## src/rtl/upcmp_pkg.sv

```systemverilog
package upcmp_pkg;
  localparam int CNT_W     = 16;
  localparam int BYTE_W    = 8;
  localparam int BUS_W     = 2 * BYTE_W;
  localparam int NUM_BYTES = 10;

  // byte addresses (wide accesses pair an even address with the next one)
  localparam int A_MODE_LO = 0;
  localparam int A_MODE_HI = 1;
  localparam int A_CMPA_LO = 2;
  localparam int A_CMPA_HI = 3;
  localparam int A_CMPB_LO = 4;
  localparam int A_CMPB_HI = 5;
  localparam int A_CMODE_A = 6;
  localparam int A_CMODE_B = 7;
  localparam int A_CNT_LO  = 8;
  localparam int A_CNT_HI  = 9;

  localparam logic [BYTE_W-1:0] MODE_LO_RSVD = 8'h2C;
  localparam logic [BYTE_W-1:0] MODE_HI_RSVD = 8'h07;
  localparam int RUN_BIT  = 7;
  localparam int LOAD_BIT = 6;
  localparam int GATE_BIT = 0;

  typedef struct packed {
    logic start;  // latch period, restart from zero
    logic clear;  // stop request
    logic run;    // count enable as stored
    logic enA;    // compare A match gate
    logic enB;    // compare B match gate
  } ctrl_t;
endpackage

```

## src/rtl/upcmp_ctrl.sv

```systemverilog
module upcmp_ctrl
  import upcmp_pkg::*;
#(
  parameter int ADDR_W = 4
) (
  input  logic              clk,
  input  logic              rstN,
  input  logic              busWr,
  input  logic              busWide,
  input  logic [ADDR_W-1:0] busAddr,
  input  logic [BUS_W-1:0]  busWdata,
  output logic [BUS_W-1:0]  busRdata,
  output logic              busErr,
  input  logic [CNT_W-1:0]  cntVal,
  output logic [CNT_W-1:0]  cmpAVal,
  output logic [CNT_W-1:0]  cmpBVal,
  output ctrl_t             ctrl
);
  logic [BYTE_W-1:0] modeLo, modeHi, cmodeA, cmodeB;
  logic [NUM_BYTES-1:0] laneWe;
  logic [BYTE_W-1:0] laneVal [NUM_BYTES];
  logic [BYTE_W-1:0] rdLane  [NUM_BYTES];
  logic illegal, wrOk;

  // byte-lane steering shared by write and read
  always_comb begin
    laneWe = '0;
    for (int i = 0; i < NUM_BYTES; i++) begin
      laneVal[i] = '0;
      if (busAddr == ADDR_W'(i)) begin
        laneWe[i]  = busWr;
        laneVal[i] = busWdata[BYTE_W-1:0];
      end else if (busWide && (i % 2 == 1) && busAddr == ADDR_W'(i - 1)) begin
        laneWe[i]  = busWr;
        laneVal[i] = busWdata[BUS_W-1:BYTE_W];
      end
    end
  end

  always_comb begin
    illegal = 1'b0;
    if (busWide && busAddr[0]) illegal = 1'b1;
    if (busAddr >= ADDR_W'(NUM_BYTES)) illegal = 1'b1;
    if (busWide && busAddr == ADDR_W'(A_CMODE_A)) illegal = 1'b1;
    if (laneWe[A_CNT_LO] || laneWe[A_CNT_HI]) illegal = 1'b1;
    if (laneWe[A_MODE_HI] && laneVal[A_MODE_HI][RUN_BIT] && laneVal[A_MODE_HI][LOAD_BIT])
      illegal = 1'b1;
    wrOk = busWr && !illegal;
  end

  always_ff @(posedge clk or negedge rstN) begin
    if (!rstN) begin
      modeLo  <= '0;
      modeHi  <= '0;
      cmodeA  <= '0;
      cmodeB  <= '0;
      cmpAVal <= '0;
      cmpBVal <= '0;
      busErr  <= 1'b0;
    end else begin
      busErr <= busWr && illegal;
      if (wrOk) begin
        if (laneWe[A_MODE_LO]) modeLo <= laneVal[A_MODE_LO] & ~MODE_LO_RSVD;
        if (laneWe[A_MODE_HI]) modeHi <= laneVal[A_MODE_HI] & ~MODE_HI_RSVD;
        if (laneWe[A_CMPA_LO]) cmpAVal[BYTE_W-1:0]     <= laneVal[A_CMPA_LO];
        if (laneWe[A_CMPA_HI]) cmpAVal[CNT_W-1:BYTE_W] <= laneVal[A_CMPA_HI];
        if (laneWe[A_CMPB_LO]) cmpBVal[BYTE_W-1:0]     <= laneVal[A_CMPB_LO];
        if (laneWe[A_CMPB_HI]) cmpBVal[CNT_W-1:BYTE_W] <= laneVal[A_CMPB_HI];
        if (laneWe[A_CMODE_A]) cmodeA <= laneVal[A_CMODE_A];
        if (laneWe[A_CMODE_B]) cmodeB <= laneVal[A_CMODE_B];
      end
    end
  end

  always_comb begin
    ctrl.start = wrOk && laneWe[A_MODE_HI] && laneVal[A_MODE_HI][RUN_BIT];
    ctrl.clear = wrOk && laneWe[A_MODE_HI] && !laneVal[A_MODE_HI][RUN_BIT];
    ctrl.run   = modeHi[RUN_BIT];
    ctrl.enA   = cmodeA[GATE_BIT];
    ctrl.enB   = cmodeB[GATE_BIT];
  end

  always_comb begin
    rdLane[A_MODE_LO] = modeLo;
    rdLane[A_MODE_HI] = modeHi;
    rdLane[A_CMPA_LO] = cmpAVal[BYTE_W-1:0];
    rdLane[A_CMPA_HI] = cmpAVal[CNT_W-1:BYTE_W];
    rdLane[A_CMPB_LO] = cmpBVal[BYTE_W-1:0];
    rdLane[A_CMPB_HI] = cmpBVal[CNT_W-1:BYTE_W];
    rdLane[A_CMODE_A] = cmodeA;
    rdLane[A_CMODE_B] = cmodeB;
    rdLane[A_CNT_LO]  = cntVal[BYTE_W-1:0];
    rdLane[A_CNT_HI]  = cntVal[CNT_W-1:BYTE_W];
  end

  always_comb begin
    busRdata = '0;
    for (int i = 0; i < NUM_BYTES; i++) begin
      if (busAddr == ADDR_W'(i))
        busRdata[BYTE_W-1:0] = rdLane[i];
      else if (busWide && (i % 2 == 1) && busAddr == ADDR_W'(i - 1))
        busRdata[BUS_W-1:BYTE_W] = rdLane[i];
    end
  end
endmodule

```

## src/rtl/upcmp_dpath.sv

```systemverilog
module upcmp_dpath
  import upcmp_pkg::*;
(
  input  logic             clk,
  input  logic             rstN,
  input  logic             tickEn,
  input  ctrl_t            ctrl,
  input  logic [CNT_W-1:0] cmpAVal,
  input  logic [CNT_W-1:0] cmpBVal,
  output logic [CNT_W-1:0] cntVal,
  output logic [CNT_W-1:0] periodVal,
  output logic             periodPulse,
  output logic             matchA,
  output logic             matchB
);
  logic running, atTop;
  logic [CNT_W-1:0] nextCnt;

  assign running = ctrl.run && (periodVal != '0);
  assign atTop   = (cntVal == periodVal);
  assign nextCnt = atTop ? '0 : cntVal + CNT_W'(1);

  always_ff @(posedge clk or negedge rstN) begin
    if (!rstN) begin
      cntVal      <= '0;
      periodVal   <= '0;
      periodPulse <= 1'b0;
      matchA      <= 1'b0;
      matchB      <= 1'b0;
    end else begin
      periodPulse <= 1'b0;
      matchA      <= 1'b0;
      matchB      <= 1'b0;
      if (ctrl.start) begin
        periodVal <= cmpAVal;
        cntVal    <= '0;
      end else if (ctrl.clear || !running) begin
        cntVal <= '0;
      end else if (tickEn) begin
        cntVal      <= nextCnt;
        periodPulse <= atTop;
        matchA      <= ctrl.enA && (nextCnt == periodVal);
        matchB      <= ctrl.enB && (nextCnt == cmpBVal) && (cmpBVal < periodVal);
      end
    end
  end
endmodule

```

## src/rtl/upcmp_timer.sv

```systemverilog
module upcmp_timer
  import upcmp_pkg::*;
#(
  parameter int ADDR_W = 4
) (
  input  logic              clk,
  input  logic              rstN,
  input  logic              tickEn,
  input  logic              busWr,
  input  logic              busWide,
  input  logic [ADDR_W-1:0] busAddr,
  input  logic [15:0]       busWdata,
  output logic [15:0]       busRdata,
  output logic              busErr,
  output logic              periodPulse,
  output logic              matchA,
  output logic              matchB
);
  ctrl_t ctrl;
  logic [CNT_W-1:0] cntVal, periodVal, cmpAVal, cmpBVal;

  upcmp_ctrl #(.ADDR_W(ADDR_W)) u_ctrl (
    .clk(clk), .rstN(rstN), .busWr(busWr), .busWide(busWide), .busAddr(busAddr),
    .busWdata(busWdata), .busRdata(busRdata), .busErr(busErr), .cntVal(cntVal),
    .cmpAVal(cmpAVal), .cmpBVal(cmpBVal), .ctrl(ctrl)
  );

  upcmp_dpath u_dpath (
    .clk(clk), .rstN(rstN), .tickEn(tickEn), .ctrl(ctrl), .cmpAVal(cmpAVal),
    .cmpBVal(cmpBVal), .cntVal(cntVal), .periodVal(periodVal),
    .periodPulse(periodPulse), .matchA(matchA), .matchB(matchB)
  );
endmodule

```

## config.mk

```make
export PLATFORM = sky130hd
export DESIGN_NAME = upcmp_timer
export DESIGN_NICKNAME = d
export VERILOG_FILES = /design/src/rtl/upcmp_pkg.sv /design/src/rtl/upcmp_ctrl.sv /design/src/rtl/upcmp_dpath.sv /design/src/rtl/upcmp_timer.sv
export SDC_FILE = /design/constraint.sdc
export NUM_CORES = 1
export LEC_CHECK = 0
export CAP_MARGIN = 20
export CORE_MARGIN = 5
export CORE_UTILIZATION = 35
export DETAILED_ROUTE_END_ITERATION = 7
export PLACE_DENSITY_LB_ADDON = 0.2
export SLEW_MARGIN = 20
export SYNTH_ARGS = -nofsm -noshare
export SYNTH_HDL_FRONTEND = slang
export SYNTH_HIERARCHICAL = 1
export SYNTH_SLANG_ARGS = --single-unit
```

## constraint.sdc

```tcl
create_clock -name clk -period 2.65 [get_ports clk]
set_clock_uncertainty 0.2 [all_clocks]
set_input_delay 0.53 -clock clk [delete_from_list [all_inputs] [get_ports clk]]
set_output_delay 0.53 -clock clk [all_outputs]
set_load 0.02 [all_outputs]
```

==> results of run 1 <==
[worst paths after layout]
check / slack [ps] / to / depth (start not counted) / start
worst max register to register: -110 / u_dpath/matchB / 9 / u_dpath/cntVal[3]
worst min-delay path: 10 / u_dpath/cntVal[8] / 2 / rstN
worst max-delay path: -110 / u_dpath/matchB / 9 / u_dpath/cntVal[3]
min in group clk: 320 / u_ctrl/cmodeA[4] / 1 / u_ctrl/cmodeA[4]
max in group asynchronous: 1780 / u_ctrl/cmpBVal[7] / 2 / rstN
worst min register to register: 320 / u_ctrl/cmodeA[4] / 1 / u_ctrl/cmodeA[4]
[final cells by class]
class	instances	area (sq um)
fill	1764	9544
multi-input combinational	550	4484
sequential	94	2354
timing repair buffer	245	2136
tap	265	331.6
clock buffer	10	239.0
inverter	29	108.9
clock inverter	6	73.82
[cell families (layout without fill, tap and decap cells)]
logic type,after synthesis,in the layout,share of synthesized area
buffers and inverters,89,290,0.06275
XOR/XNOR,43,43,0.05944
AND/OR/NAND/NOR,215,215,0.1763
AO/OA/AOI/OAI,221,221,0.2311
adder cells (fa/ha/maj),16,16,0.02944
multiplexers,55,55,0.09496
flip-flops,94,94,0.3460
[timing repair]
action                     in CTS  in global routing
gates cloned                    3                  2
pin swaps                      22                 21
resized for setup             183                 63
setup endpoints to repair      55                 34
setup buffers                  22                 12
[cell usage in the layout (no fill, tap or decap), drive strengths merged, types with 5 or more instances in the layout]
cell type,count
buf,220
dfrtp,94
a22oi,49
nor2,46
nand2,43
a21oi,43
xnor2,37
mux2,36
o21ai,33
inv,32
o2bb2ai,27
nor3,23
clkdlybuf4s50,20
nand3,19
ha,16
mux2i,15
nand4,14
nor4,14
clkbuf,12
a31oi,12
nand3b,10
a21o,6
o22ai,6
a221oi,6
a31o,6
and3,6
or3,6
nand2b,5
nor4b,5
nor2b,5
[worst max-delay path, stage by stage, from the launching register on]
cell	delay, ps
dfrtp_1	430
buf_6	180
nand3_2	110
buf_4	200
nor4_4	370
xnor2_2	160
or4_1	480
a31oi_1	190
o221ai_1	140
nor4_2	180
[Yosys cell counts (4+ instances only)]
cell	count
o32ai_1	4
a31oi_1	11
inv_1	29
xnor2_1	37
mux2_2	36
nand2_1	43
nor4_1	10
a21oi_1	43
a22oi_1	49
a31o_2	6
and2_1	4
nor4b_1	4
a21o_1	6
nor2_1	45
ha_1	16
o22ai_1	6
mux4_2	4
buf_2	25
xor2_1	4
nand4_1	14
nand3b_1	10
nor2b_1	5
dfrtp_1	94
clkbuf_1	21
nor3_1	21
o21ai_0	31
nand3_1	18
o2bb2ai_1	27
a221oi_1	6
mux2i_1	15
buf_4	10
and3_1	6
nand2b_1	5
or3_1	6
[flip-flops by register name, indices dropped and copies added (netlist names)]
register,count
u_dpath/periodPulse,1
u_dpath/matchB,1
u_dpath/periodVal,16
u_ctrl/cmpBVal,16
u_dpath/matchA,1
u_ctrl/busErr,1
u_ctrl/modeHi,5
u_dpath/cntVal,16
u_ctrl/cmpAVal,16
u_ctrl/cmodeA,8
u_ctrl/modeLo,5
u_ctrl/cmodeB,8
[power breakdown]
group	total, mW	internal [mW]	switching [mW]
Combinational	2.27	1.12	1.15
Clock	1.41	0.772	0.637
Sequential	1.94	1.69	0.251
Total	5.63	3.59	2.04
[routing by layer]
| layer | vias up | share of wire | GRT usage |
|---|---|---|---|
| met3 | 67 | 0.073 | 0.03950 |
| li1 | 3150 | - | - |
| met4 | 0 | 0.042 | 0.09428 |
| met2 | 393 | 0.46 | 0.3814 |
| met1 | 3510 | 0.42 | 0.3398 |
| met5 | - | 0 | 0 |
==> out/results.tsv, run 1 <==
stage	metric	value	unit
outcome	status	complete, but fails checks	
outcome	violated checks	negative setup slack	
detailed_routing	Routed Antenna Nets	0	
global_routing	first-pass GRT wire length	41290	um
timing	Slew Limit Fails	0	
synth	number of enable flip-flop cells after synthesis	0	
synth	post-synthesis sequential area ratio	0.3460	
timing	Setup TNS	-852.7	ps
place	estimated wirelength of the detail-placed design	20290	um
clocking	H-tree Lvls	3	
floorplanning	Die Y	149.4	um
timing	Slew @ Worst Pin	581.5	ps
cells_and_area	n_diodes	0	
timing	final worst slack	-112.7	ps
synth	synthesis warning total	6	
run	max_cap viols	0	
clocking	TritonCTS Buffers	9	
detailed_routing	average vias per placed instance	5.938	
worst_setup_path	Startpoint Class	flop	
detailed_routing	Iter 0 DRT Violations	787	
floorplanning	IO Pins	45	
pwr	leakage power	4.110	nW
synth	cell count after synthesis	733	
timing	Final Critical Period	2763	ps
clocking	CTS sink count	94	
global_routing	largest net degree at the start of global routing	95	
detailed_routing	Routed Wire Length	27770	um
place	DP Worst Slack	-1183	ps
timing	max_slew headroom	0.6095	
cells_and_area	fin nets	970	
detailed_routing	vias	7120	
global_routing	Total GRT Usage	0.2441	
worst_setup_path	Crit path required time	2710	ps
clocking	Hold Buf Count CTS	0	
synth	syn avg cell area	9.276	sq um
synth	Syn Nets	774	
timing	Tcrit/Tclk final	1.043	
worst_setup_path	critical path arrival	2820	ps
place	final estimated routing congestion in global placement	0.9735	
synth	top cell type by total area after synthesis	dfrtp_1	
detailed_routing	drt wl/cell	23.16	um
worst_setup_path	CP Capture Type	flop	
floorplanning	DIE AREA	22310	sq um
synth	#FFs+latches synth	94	
worst_setup_path	crit path kind	flop to flop	
clocking	clock buffer depth	2	
global_routing	number of global-route vias before repair	6824	
synth	Post-synth ARST share	1.000	
cells_and_area	layout cells sized above 1	0.4004	
worst_setup_path	CP Max Fanout	9	
detailed_routing	# DRC	0	
clocking	clock transition at the registers of the reported paths	70	ps
detailed_routing	drt first pass iters	6	
floorplanning	total core area	19270	sq um
floorplanning	Starting Density	0.3528	
clocking	CTS tree	built	
timing	WHS	9.710	ps
pwr	Tot Pwr	5.628	mW
timing	Setup violations, final	10	
global_routing	antenna violations before repair	0	
pwr	PwrDens	578.6	nW/um^2
worst_hold_path	Tightest Hold Check Type	input pin to asynchronous set/reset pin	
synth	ys flop type	dfrtp_1	
place	Placed Cells incl. Taps	1145	
cells_and_area	Finished Cell Area	9727	sq um
floorplanning	Core Rows	51	
place	placed cell area	8546	sq um
cells_and_area	synth-to-layout area growth	43.06	%
synth	Mapped Area	6799	sq um
global_routing	total grt overflow	0	
clocking	root buf cell	clkbuf_16	
clocking	Clk Latency, worst-skew pair	360	ps
cells_and_area	Non-Filler Instances	1199	
pwr	worst-case vdd ir drop	0.0003413	V
floorplanning	die width	149.4	um
synth	share of the synthesized area in the top cell type	0.3460	
cells_and_area	post-layout util	0.5047	
timing	fmax	362.0	MHz
timing	RSZ-0062 raised after global routing	yes	
timing	final hold vios	0	
synth	dominant cells by area after synthesis	dfrtp_1 (35%), mux2_2 (6.0%), a22oi_1 (5.4%), xnor2_1 (4.8%), o2bb2ai_1 (3.5%)	
synth	Netlist cell types	74	
place	PortBufs	44	
Note: power is estimated with default switching activity, not from simulation.
==> run 2, diff against run 1 <==
Settings changed: PLACE_DENSITY set to 0.64, PLACE_DENSITY_LB_ADDON 0.2 to not set.
==> run 2 against run 1 <==
Against the previous run:
- the run ends with negative hold slack, negative setup slack left
- sequential share of layout area is 0.77 points lower
- count of clock-buffer cells in the layout is 2 higher
- first-iteration DRC count is 13% higher
- worst setup slack worse by 49 ps
- wire length is 0.58% lower
- critical endpoint unchanged
==> out/results.tsv, run 2 (synthesis gave the netlist of run 1 again) <==
stage	metric	value	unit	change
global_routing	antenna violations before repair	0		unchanged
floorplanning	total core area	19270	sq um	unchanged
pwr	PwrDens	562.1	nW/um^2	-2.8%
global_routing	first-pass GRT wire length	41520	um	+0.55%
detailed_routing	vias	7310		+2.7%
timing	final hold vios	12		+12
clocking	H-tree Lvls	3		unchanged
pwr	Tot Pwr	5.646	mW	+0.32%
pwr	worst-case vdd ir drop	0.0005072	V	+49%
place	PortBufs	44		unchanged
cells_and_area	fin nets	974		+0.41%
timing	fmax	355.7	MHz	-1.7%
floorplanning	Core Rows	51		unchanged
outcome	status	complete, but fails checks		
worst_setup_path	Reg2Reg Depth	11		+2
timing	Slew Limit Fails	0		unchanged
timing	WHS	-26.54	ps	-36.25 ps
timing	max_slew headroom	0.5811		-0.02845
cells_and_area	most frequent cells in the layout	buf_4 (180), dfrtp_1 (93), a22oi_1 (43)		
detailed_routing	Iter 0 DRT Violations	892		+13%
worst_setup_path	CP Max Fanout	8		-1
outcome	violated checks	negative hold slack, negative setup slack		
global_routing	number of global-route vias before repair	7173		+5.1%
place	final estimated routing congestion in global placement	0.9859		+1.3%
clocking	clock buffer depth	2		unchanged
cells_and_area	number of fill cells in the layout	1709		-3.1%
detailed_routing	# DRC	0		unchanged
timing	RSZ-0062 raised after global routing	yes		
worst_setup_path	worst r2r dst	u_dpath/matchB		
worst_setup_path	reg-to-reg slack, setup	-160	ps	-50 ps
clocking	root buf cell	clkbuf_16		
detailed_routing	Routed Antenna Nets	0		unchanged
floorplanning	IO Pins	45		unchanged
global_routing	grt peak-use layer	met2		
floorplanning	DIE AREA	22310	sq um	unchanged
clocking	CTS tree	built		
worst_setup_path	worst path bufs/invs	4		+2
global_routing	met1 Use GR	0.3210		-0.01887
floorplanning	Starting Density	0.3528		unchanged
worst_setup_path	Crit path depth	11		+2
detailed_routing	Routed Wire Length	27610	um	-0.58%
timing	Tcrit/Tclk final	1.061		+0.01847
worst_setup_path	Crit path required time	2700	ps	about the same
worst_setup_path	crit path capture	u_dpath/matchB		
worst_setup_path	Worst path most repeated cell	buf_4		
worst_hold_path	Tightest Hold Check Type	input pin to asynchronous set/reset pin		
detailed_routing	drt first pass iters	6		unchanged
place	estimated wirelength of the detail-placed design	19640	um	-3.2%
clocking	clock transition at the registers of the reported paths	70	ps	about the same
global_routing	largest net degree at the start of global routing	53		-44%
worst_setup_path	reg2reg start	u_dpath/cntVal[3]		
global_routing	total grt overflow	0		unchanged
worst_setup_path	delay-heaviest family, CP	compound AO/OA/AOI/OAI gates		
worst_setup_path	Slowest-stage cell, CP	dfrtp_1		
floorplanning	Die Y	149.4	um	unchanged
global_routing	met3 Resource Use GR	0.05409		+0.01459
timing	Final Critical Period	2812	ps	+48.94 ps
detailed_routing	average vias per placed instance	6.076		+2.3%
worst_setup_path	CP Capture Type	flop		
worst_setup_path	crit-path max cell delay	400	ps	-80 ps
place	DP Worst Slack	-1091	ps	+91.95 ps
floorplanning	die width	149.4	um	unchanged
pwr	leakage power	4.134	nW	+0.57%
worst_setup_path	critical path arrival	2860	ps	+40 ps
cells_and_area	commonest non-fill, non-tap cell in the layout	buf_4		
timing	Setup violations, final	12		+2
timing	Slew @ Worst Pin	623.9	ps	+42.37 ps
cells_and_area	synth-to-layout area growth	47.74	%	
cells_and_area	layout cells sized above 1	0.4104		+0.01002
cells_and_area	n_diodes	0		unchanged
worst_setup_path	CP Launch Point	u_dpath/cntVal[3]		
worst_setup_path	worst path cell trace	buf_4 -> nand3_2 -> buf_4 -> buf_4 -> o31a_1 -> buf_4 -> nor3_1 -> o221ai_1 -> o311ai_1 -> o221ai_2 -> nor4_4		
timing	final worst slack	-161.7	ps	-48.94 ps
clocking	Clk Latency, worst-skew pair	360	ps	about the same
worst_setup_path	Startpoint Class	flop		
clocking	TritonCTS Buffers	9		unchanged
detailed_routing	drt wl/cell	22.95	um	-0.91%
global_routing	Total GRT Usage	0.2419		-0.002206
run	max_cap viols	0		unchanged
worst_setup_path	crit path kind	flop to flop		
global_routing	met2 Usage GRT	0.3738		-0.007692
clocking	CTS sink count	94		unchanged
-- run 2: metrics by stage --
step,instances,util,hold slack [ps],setup TNS (ps),cell area [sq um]
after floorplan,733,-,34.41,-537.2,6838
after global placement,1163,0.4518,290.3,-35850,8706
after detailed placement,1163,0.4518,288.6,-36670,8706
after CTS,1198,0.5058,1.160,-1852,9748
after global routing,1203,0.5212,25.81,-1438,10040
final,1203,0.5212,-26.54,-1041,10040
-- run 2: what timing repair did --
| item | 4_1_cts | 5_1_grt |
|---|---|---|
| buffers inserted | 15 | 9 |
| hold buffers | 0 | 0 |
| pin swaps | 28 | 29 |
| resized for setup | 224 | 61 |
| gates cloned | 4 | 0 |
| setup endpoints to repair | 28 | 18 |
-- run 2: worst min path at each step --
stage,slack [ps],depth (start not counted),start,to
finish,-30,1,rstN,u_dpath/matchA
global route,30,1,rstN,u_dpath/matchA
CTS,1,1,rstN,u_dpath/periodVal[4]
detailed placement,290,1,u_ctrl/modeLo[6],u_ctrl/modeLo[6]
global placement,290,1,u_ctrl/modeLo[4],u_ctrl/modeLo[4]
floorplan,30,0,rstN,u_ctrl/busErr
-- run 2: where the power goes --
group | total [mW] | switching (mW) | internal (mW)
Combinational | 2.29 | 1.15 | 1.14
Sequential | 1.99 | 0.290 | 1.69
Clock | 1.37 | 0.585 | 0.787
Total | 5.65 | 2.02 | 3.62
-- run 2: cell type report --
| class | instances | area [sq um] | area share |
|---|---|---|---|
| sequential | 94 | 2354 | 0.2343 |
| multi-input combinational | 550 | 4653 | 0.4633 |
| inverter | 29 | 113.9 | 0.01134 |
| clock inverter | 4 | 55.05 | 0.005481 |
| tap | 265 | 331.6 | 0.03301 |
| clock buffer | 12 | 256.5 | 0.02554 |
| timing repair buffer | 249 | 2281 | 0.2271 |
-- run 2: layer usage --
metal | vias to the layer above | share of wire
li1 | 3156 | -
met1 | 3570 | 0.40
met2 | 473 | 0.45
met3 | 111 | 0.094
met4 | 0 | 0.052
met5 | - | 0
-- run 2: worst reg2reg max path, cell delays in order, from the launching register on --
cell and delay (ps):
dfrtp_1 400, buf_4 210, nand3_2 120, buf_4 180, buf_4 150, o31a_1 310
buf_4 140, nor3_1 270, o221ai_1 190, o311ai_1 160, o221ai_2 190, nor4_4 190
